===== config.mk =====
export PLATFORM = sky130hd
export DESIGN_NAME = sel_latch_bank
export DESIGN_NICKNAME = d
export VERILOG_FILES = /design/src/rtl/sel_latch_pkg.sv /design/src/rtl/sel_latch_mode.sv /design/src/rtl/sel_latch_dec.sv /design/src/rtl/sel_latch_cell.sv /design/src/rtl/sel_latch_bank.sv
export SDC_FILE = /design/constraint.sdc
export NUM_CORES = 1
export LEC_CHECK = 0
export ABC_AREA = 0
export BUFFER_PORTS_ARGS = -buffer_cell sky130_fd_sc_hd__buf_2
export CAP_MARGIN = 0
export CORE_MARGIN = 1
export CORE_UTILIZATION = 30
export DETAILED_ROUTE_END_ITERATION = 6
export GPL_ROUTABILITY_DRIVEN = 0
export PLACE_DENSITY_LB_ADDON = 0.1
export SYNTH_ARGS = -nofsm -noshare
export SYNTH_HDL_FRONTEND = slang
export SYNTH_SLANG_ARGS = --single-unit

===== constraint.sdc =====
create_clock -name clk -period 1.01 [get_ports clk]
set_input_delay 0.1515 -clock clk [delete_from_list [all_inputs] [get_ports clk]]
set_output_delay 0.1515 -clock clk [all_outputs]
set_load 0.02 [all_outputs]

===== src/rtl/sel_latch_pkg.sv =====
package sel_latch_pkg;

    // Operating modes selected by the two active-low controls.
    typedef enum logic [1:0] {
        MODE_HOLD  = 2'd0,
        MODE_LATCH = 2'd1,
        MODE_CLEAR = 2'd2,
        MODE_DEMUX = 2'd3
    } mode_e;

    // Per-bit control shared by every storage cell.
    typedef struct packed {
        logic load_sel;    // selected bit takes data
        logic zero_unsel;  // unselected bits go to zero
        logic zero_all;    // selected bit also zeroed (when not loading)
    } cell_ctrl_t;

    function automatic mode_e mode_of(input logic zap_n, input logic wr_n);
        mode_e m;
        case ({zap_n, wr_n})
            2'b11:   m = MODE_HOLD;
            2'b10:   m = MODE_LATCH;
            2'b01:   m = MODE_CLEAR;
            default: m = MODE_DEMUX;
        endcase
        return m;
    endfunction

    function automatic cell_ctrl_t ctrl_of(input mode_e m);
        cell_ctrl_t c;
        case (m)
            MODE_LATCH: c = '{load_sel: 1'b1, zero_unsel: 1'b0, zero_all: 1'b0};
            MODE_DEMUX: c = '{load_sel: 1'b1, zero_unsel: 1'b1, zero_all: 1'b0};
            MODE_CLEAR: c = '{load_sel: 1'b0, zero_unsel: 1'b1, zero_all: 1'b1};
            default:    c = '{load_sel: 1'b0, zero_unsel: 1'b0, zero_all: 1'b0};
        endcase
        return c;
    endfunction

endpackage


===== src/rtl/sel_latch_mode.sv =====
module sel_latch_mode
    import sel_latch_pkg::*;
(
    input  logic       zap_n,
    input  logic       wr_n,
    output mode_e      mode,
    output cell_ctrl_t ctrl
);
    always_comb begin
        mode = mode_of(zap_n, wr_n);
        ctrl = ctrl_of(mode);
    end
endmodule


===== src/rtl/sel_latch_dec.sv =====
module sel_latch_dec #(
    parameter int IDX_W = 3,
    localparam int NB   = 1 << IDX_W
) (
    input  logic [IDX_W-1:0] idx,
    output logic [NB-1:0]    sel
);
    for (genvar k = 0; k < NB; k++) begin : g_dec
        assign sel[k] = (idx == IDX_W'(k));
    end
endmodule


===== src/rtl/sel_latch_cell.sv =====
module sel_latch_cell
    import sel_latch_pkg::*;
(
    input  logic       clk,
    input  logic       rst,
    input  logic       sel,
    input  logic       din,
    input  cell_ctrl_t ctrl,
    output logic       q
);
    logic q_nx;

    always_comb begin
        q_nx = q;
        if (sel) begin
            if (ctrl.load_sel)      q_nx = din;
            else if (ctrl.zero_all) q_nx = 1'b0;
        end else if (ctrl.zero_unsel) begin
            q_nx = 1'b0;
        end
    end

    always_ff @(posedge clk) begin
        if (rst) q <= 1'b0;
        else     q <= q_nx;
    end
endmodule


===== src/rtl/sel_latch_bank.sv =====
module sel_latch_bank
    import sel_latch_pkg::*;
#(
    parameter int IDX_W = 3,
    localparam int NB   = 1 << IDX_W
) (
    input  logic             clk,
    input  logic             rst,
    input  logic [IDX_W-1:0] idx,
    input  logic             din,
    input  logic             wr_n,
    input  logic             zap_n,
    output logic [NB-1:0]    q
);
    mode_e      mode;
    cell_ctrl_t ctrl;
    logic [NB-1:0] sel;

    sel_latch_mode u_mode (.zap_n(zap_n), .wr_n(wr_n), .mode(mode), .ctrl(ctrl));

    sel_latch_dec #(.IDX_W(IDX_W)) u_dec (.idx(idx), .sel(sel));

    for (genvar k = 0; k < NB; k++) begin : g_cell
        sel_latch_cell u_cell (
            .clk (clk),
            .rst (rst),
            .sel (sel[k]),
            .din (din),
            .ctrl(ctrl),
            .q   (q[k])
        );
    end

    // ---------------- assertions ----------------
    localparam logic [NB-1:0] ONE = NB'(1);

    p_reset_zero_r1: assert property (@(posedge clk) rst |=> (q == '0));

    p_sel_onehot_r2: assert property (@(posedge clk) disable iff (rst)
        (sel == (ONE << idx)));

    p_latch_write_r3: assert property (@(posedge clk) disable iff (rst)
        (mode == MODE_LATCH) |=>
        ((q & ~(ONE << $past(idx))) == ($past(q) & ~(ONE << $past(idx)))) &&
        (q[$past(idx)] == $past(din)));

    p_hold_stable_r4: assert property (@(posedge clk) disable iff (rst)
        (zap_n && wr_n) |=> $stable(q));

    p_demux_r6: assert property (@(posedge clk) disable iff (rst)
        (!zap_n && !wr_n) |=> (q == (NB'($past(din)) << $past(idx))));

    p_clear_all_r7: assert property (@(posedge clk) disable iff (rst)
        (!zap_n && wr_n) |=> (q == '0));
endmodule


* Word-level counts from Yosys, hierarchy flattened
Index checks and enable logic that the tools add are counted.
Cells by class: multiplexer cells 13, reduce and logical (&&, ||, !) cells 17, equality and inequality tests 21
Operators by type and width (count):
- $ne 3x3->1 const B | 8
- $reduce_and 2->1 | 8
- $reduce_bool 2->1 | 8
- $eq 3x3->1 const B | 4
- $mux 1 | 11
- $pmux 3 s3 | 1
- $eq 2x2->1 const B | 4
- $eq 3x2->1 const B | 2
- $pmux 2 s3 | 1
- $eq 2x1->1 const B | 2
- $eq 3x1->1 const B | 1
- $logic_not 3->1 | 1
Word-level totals: register bits 8, output and inout port bits 8

* Longest topological paths before layout
depth after elaboration 7, depth in mapped cells 3, gate-level depth less buffers 2

* Cells and area by module
From an unflattened synthesis, not the netlist that was laid out.
Unflattened totals: cell total of the unflattened synthesis 53, area total of the unflattened synthesis 511.7 sq um
By module, submodules not included:
- sel_latch_cell | instances 8, area each 51.3 sq um, seq. area each 20.0 sq um, cells an instance 5
- sel_latch_dec | instances 1, area each 65.1 sq um, seq. area each 0.0 sq um, cells an instance 8
- sel_latch_mode | instances 1, area each 36.3 sq um, seq. area each 0.0 sq um, cells an instance 5

* Worst setup path after synthesis
OpenSTA, ideal clock, no wires.
kind input -> register, start in idx[1], end reg g_cell[1].u_cell.q, setup time 72 ps, required time 938 ps, cell stages on the path 2, path slack 252 ps, arrival time 686 ps, path through nor4b_1 mux2i_1
On the way: word-level cells in the longest chain between the ends 3, elaborated cells on any way between the ends 5, those cells by class 2 x eq/ne; 1 x mux; 2 x reduce/logical
Ends and longest elaborated chain:
- from (decl) | line sel_latch_bank.sv:9 | input logic [IDX_W-1:0] idx,
- $eq 3x1->1 * | line sel_latch_dec.sv:9 | assign sel[k] = (idx == IDX_W'(k));
- $ne 3x3->1 (no line) or $reduce_bool 2->1 (tied branches)
- $reduce_and 2->1 (no line)
- to (signal assigned) | line sel_latch_cell.sv:25 | else q <= q_nx;
- to (decl) | line sel_latch_cell.sv:9 | output logic q
Mark *: on every way between the ends. The rest lies on a longest branch, timed or not. A chain may end at the register's enable or synchronous reset.

* Worst setup path after layout
start reg g_cell[0].u_cell.q, end out q[0]
RTL lines:
- from (decl) | line sel_latch_cell.sv:9
- from (signal assigned) | line sel_latch_cell.sv:25
- to (decl) | line sel_latch_bank.sv:13 | output logic [NB-1:0] q
No word-level cell between the ends.

==> flow_metrics.env <==
export IMPL_synth_area_um2=454.2
export IMPL_drt_iter0_drc=4
export IMPL_area_growth_pct=10.47
export IMPL_start_util_pct=33.64
export IMPL_post_drt_wl_per_cell_um=13.15
export IMPL_gr_total_overflow=0
export IMPL_synth_nets=51
export IMPL_mostFrequentLayoutCells="buf_2 (15), nand3b_1 (8), mux2i_1 (8), dfxtp_1 (8)"
export IMPL_yosysWarnings=0
export IMPL_cts_tree="done"
export IMPL_required_ns=0.86
export IMPL_cts_made_buffers=3
export IMPL_design_area_um2=501.7
export IMPL_r2r_setup_slack_ns=0.39
export IMPL_endpoint_kind="output pin"
export IMPL_worstMarginPinSlew_ns=0.3671
export IMPL_synthTopCellsByArea="dfxtp_1 (35%), mux2i_1 (18%), buf_4 (13%)"
export IMPL_yosysTopAreaCellShare_pct=35.26
export IMPL_drive_above_1_share_pct=39.22
export IMPL_dieArea_mm2=0.001674
export IMPL_path_max_fanout=2
export IMPL_clkLatencyLatePin_ns=0.25
export IMPL_ys_seq_elements=8
export IMPL_die_w_um=40.91
export IMPL_worstSetupPathType="flop to output pin"
export IMPL_placed_cell_area_um2=479.2
export IMPL_routed_wl_met2_um=380
export IMPL_cts_sinks=8
export IMPL_cts_buffer_depth=2
export IMPL_syn_area_per_cell_um2=10.56
export IMPL_regMostFlops="g_cell.u_cell.q"
export IMPL_setup_tns_ns=0
export IMPL_crit_path_end="q[0]"
export IMPL_syn_inst=43
export IMPL_routed_wl_um=868
export IMPL_worstSetupStartpoint="g_cell[0].u_cell.q"
export IMPL_drv_cap=0
export IMPL_vias_per_cell=5.197
export IMPL_io_buffers=15
export IMPL_skew_ns=0
export IMPL_ant_nets=0
export IMPL_critical_path_depth=1
export IMPL_r2r_end="g_cell[0].u_cell.q"
export IMPL_vias=343
export IMPL_std_cell_rows=13
export IMPL_mostFrequentLayoutCell="buf_2"
export IMPL_ctsResizeCount=0
export IMPL_yosys_area_top_type="dfxtp_1"
export IMPL_peakVddDrop_mv=0.5859
export IMPL_wl_met1_um=422
export IMPL_reg_top3="g_cell.u_cell.q: 8 flops"
export IMPL_antennaDiodeCount=0
export IMPL_fin_crit_ns=0.9095
export IMPL_nNetsFinal=61
export IMPL_setup_violations=0
export IMPL_ys_seq_area_share_pct=35.26
export IMPL_netlist_cell_type_count=12
export IMPL_fp_dieH_um=40.91
export IMPL_path_buf_inv=1
export IMPL_cpMaxStageDelayCell="dfxtp_1"
export IMPL_core_mm2=0.001350
export IMPL_grt_pass1_wl_um=1255
export IMPL_cts_max_level=1
export IMPL_dp_hpwl_um=643
export IMPL_clock_fmax_mhz=1099
export IMPL_fill_cells=144
export IMPL_place_ws_ns=0.01772
export IMPL_cp_slowest_stage_delay_ns=0.34
export IMPL_slew_headroom_pct=75.18
export IMPL_clock_root_buffer="clkbuf_4"
export IMPL_whs_path_depth=3
export IMPL_grt_usage_pct=12.05
export IMPL_critPathLaunchType="flop"
export IMPL_antenna_found_initial=0
export IMPL_drtPass1Iterations=3
export IMPL_drc=0
export IMPL_routed_top_layer="met3"
export IMPL_slew_violations=0
export IMPL_largest_reg_flops=8
export IMPL_clk_pin_slew_ns=0.05
export IMPL_dp_cells=63
export IMPL_rsz0062_at_grt="false"
export IMPL_final_util_pct=37.16
export IMPL_cts_hold_buf=0
export IMPL_r2r_start="g_cell[0].u_cell.q"
export IMPL_worst_r2r_cell_count=2
export IMPL_path_cells="buf_2"
export IMPL_post_cts_repair_setup_buffers=0
export IMPL_num_io_pins=16
export IMPL_worst_slack_ns=0.1005
export IMPL_power_density_mw_per_mm2=1272
export IMPL_critPathArrivalTime_ns=0.76
export IMPL_post_route_period_util_pct=90.05
export IMPL_hold_viol_final=0
export IMPL_leakagePower_uw=0.0002077
export IMPL_finalNonFillerCells=66
export IMPL_worstHoldPathType="input port to flop"
export IMPL_seq_area_um2=160.2
export IMPL_status="finished, final reports clean"
export IMPL_crit_family="flip-flops"
export IMPL_grt_pass1_vias=291
export IMPL_multi_input_area_um2=225.2
export IMPL_met3_length_um=66
export IMPL_grt_max_degree=10
[where the power goes]
part | leakage (uW) | switching, uW | internal, uW
registers | 0.0000646 | 2.21 | 320
clock network | 0.0000138 | 106 | 136
logic | 0.000129 | 40.8 | 33.0
[worst min-delay path by stage]
stage | to | slack [ns] | from
3_5_place_dp | g_cell[4].u_cell.q | 0.47 | g_cell[4].u_cell.q
2_1_floorplan | g_cell[0].u_cell.q | 0.34 | rst
5_1_grt | g_cell[2].u_cell.q | 0.25 | zap_n
4_1_cts | g_cell[2].u_cell.q | 0.24 | zap_n
3_3_place_gp | g_cell[6].u_cell.q | 0.47 | g_cell[6].u_cell.q
6_report | g_cell[2].u_cell.q | 0.24 | zap_n
[metrics by stage]
step / power [uW] / hold WS [ns]
after floorplan: 374.8 / 0.3365
after global placement: 400.6 / 0.4710
after detailed placement: 403.5 / 0.4745
after CTS: 652.3 / 0.2374
after global routing: 663.5 / 0.2546
final: 638.2 / 0.2450
[cell usage after synthesis]
| library cell | count |
|---|---|
| buf_4 | 8 |
| dfxtp_1 | 8 |
| mux2i_1 | 8 |
| nand3b_1 | 8 |
| nor4b_1 | 3 |
| and4bb_2 | 2 |
| and4bb_1 | 1 |
| buf_1 | 1 |
| clkbuf_2 | 1 |
| nand2b_1 | 1 |
| nand4b_1 | 1 |
| nor4_1 | 1 |
[logic make-up (layout without fill, tap and decap cells)]
kind of cell / count (synthesis) / after routing / synth area share (%)
buffers and inverters: 10 / 18 / 15.15
flip-flops: 8 / 8 / 35.26
multiplexers: 8 / 8 / 17.63
AND/OR/NAND/NOR: 17 / 17 / 31.96
[metal layers]
metal,GRT usage [%],vias to the layer above
li1,-,172
met1,12.50,158
met2,19.92,13
met3,6.522,0
met4,5.000,0
met5,0,-
[final cells by class]
class / instances / share of cell area (%)
Timing Repair Buffer: 15 / 14.96
Multi-Input combinational cell: 25 / 44.89
Tap cell: 15 / 3.741
Clock buffer: 3 / 4.489
Sequential cell: 8 / 31.92
No activity file was read; power rests on OpenSTA's default activity.
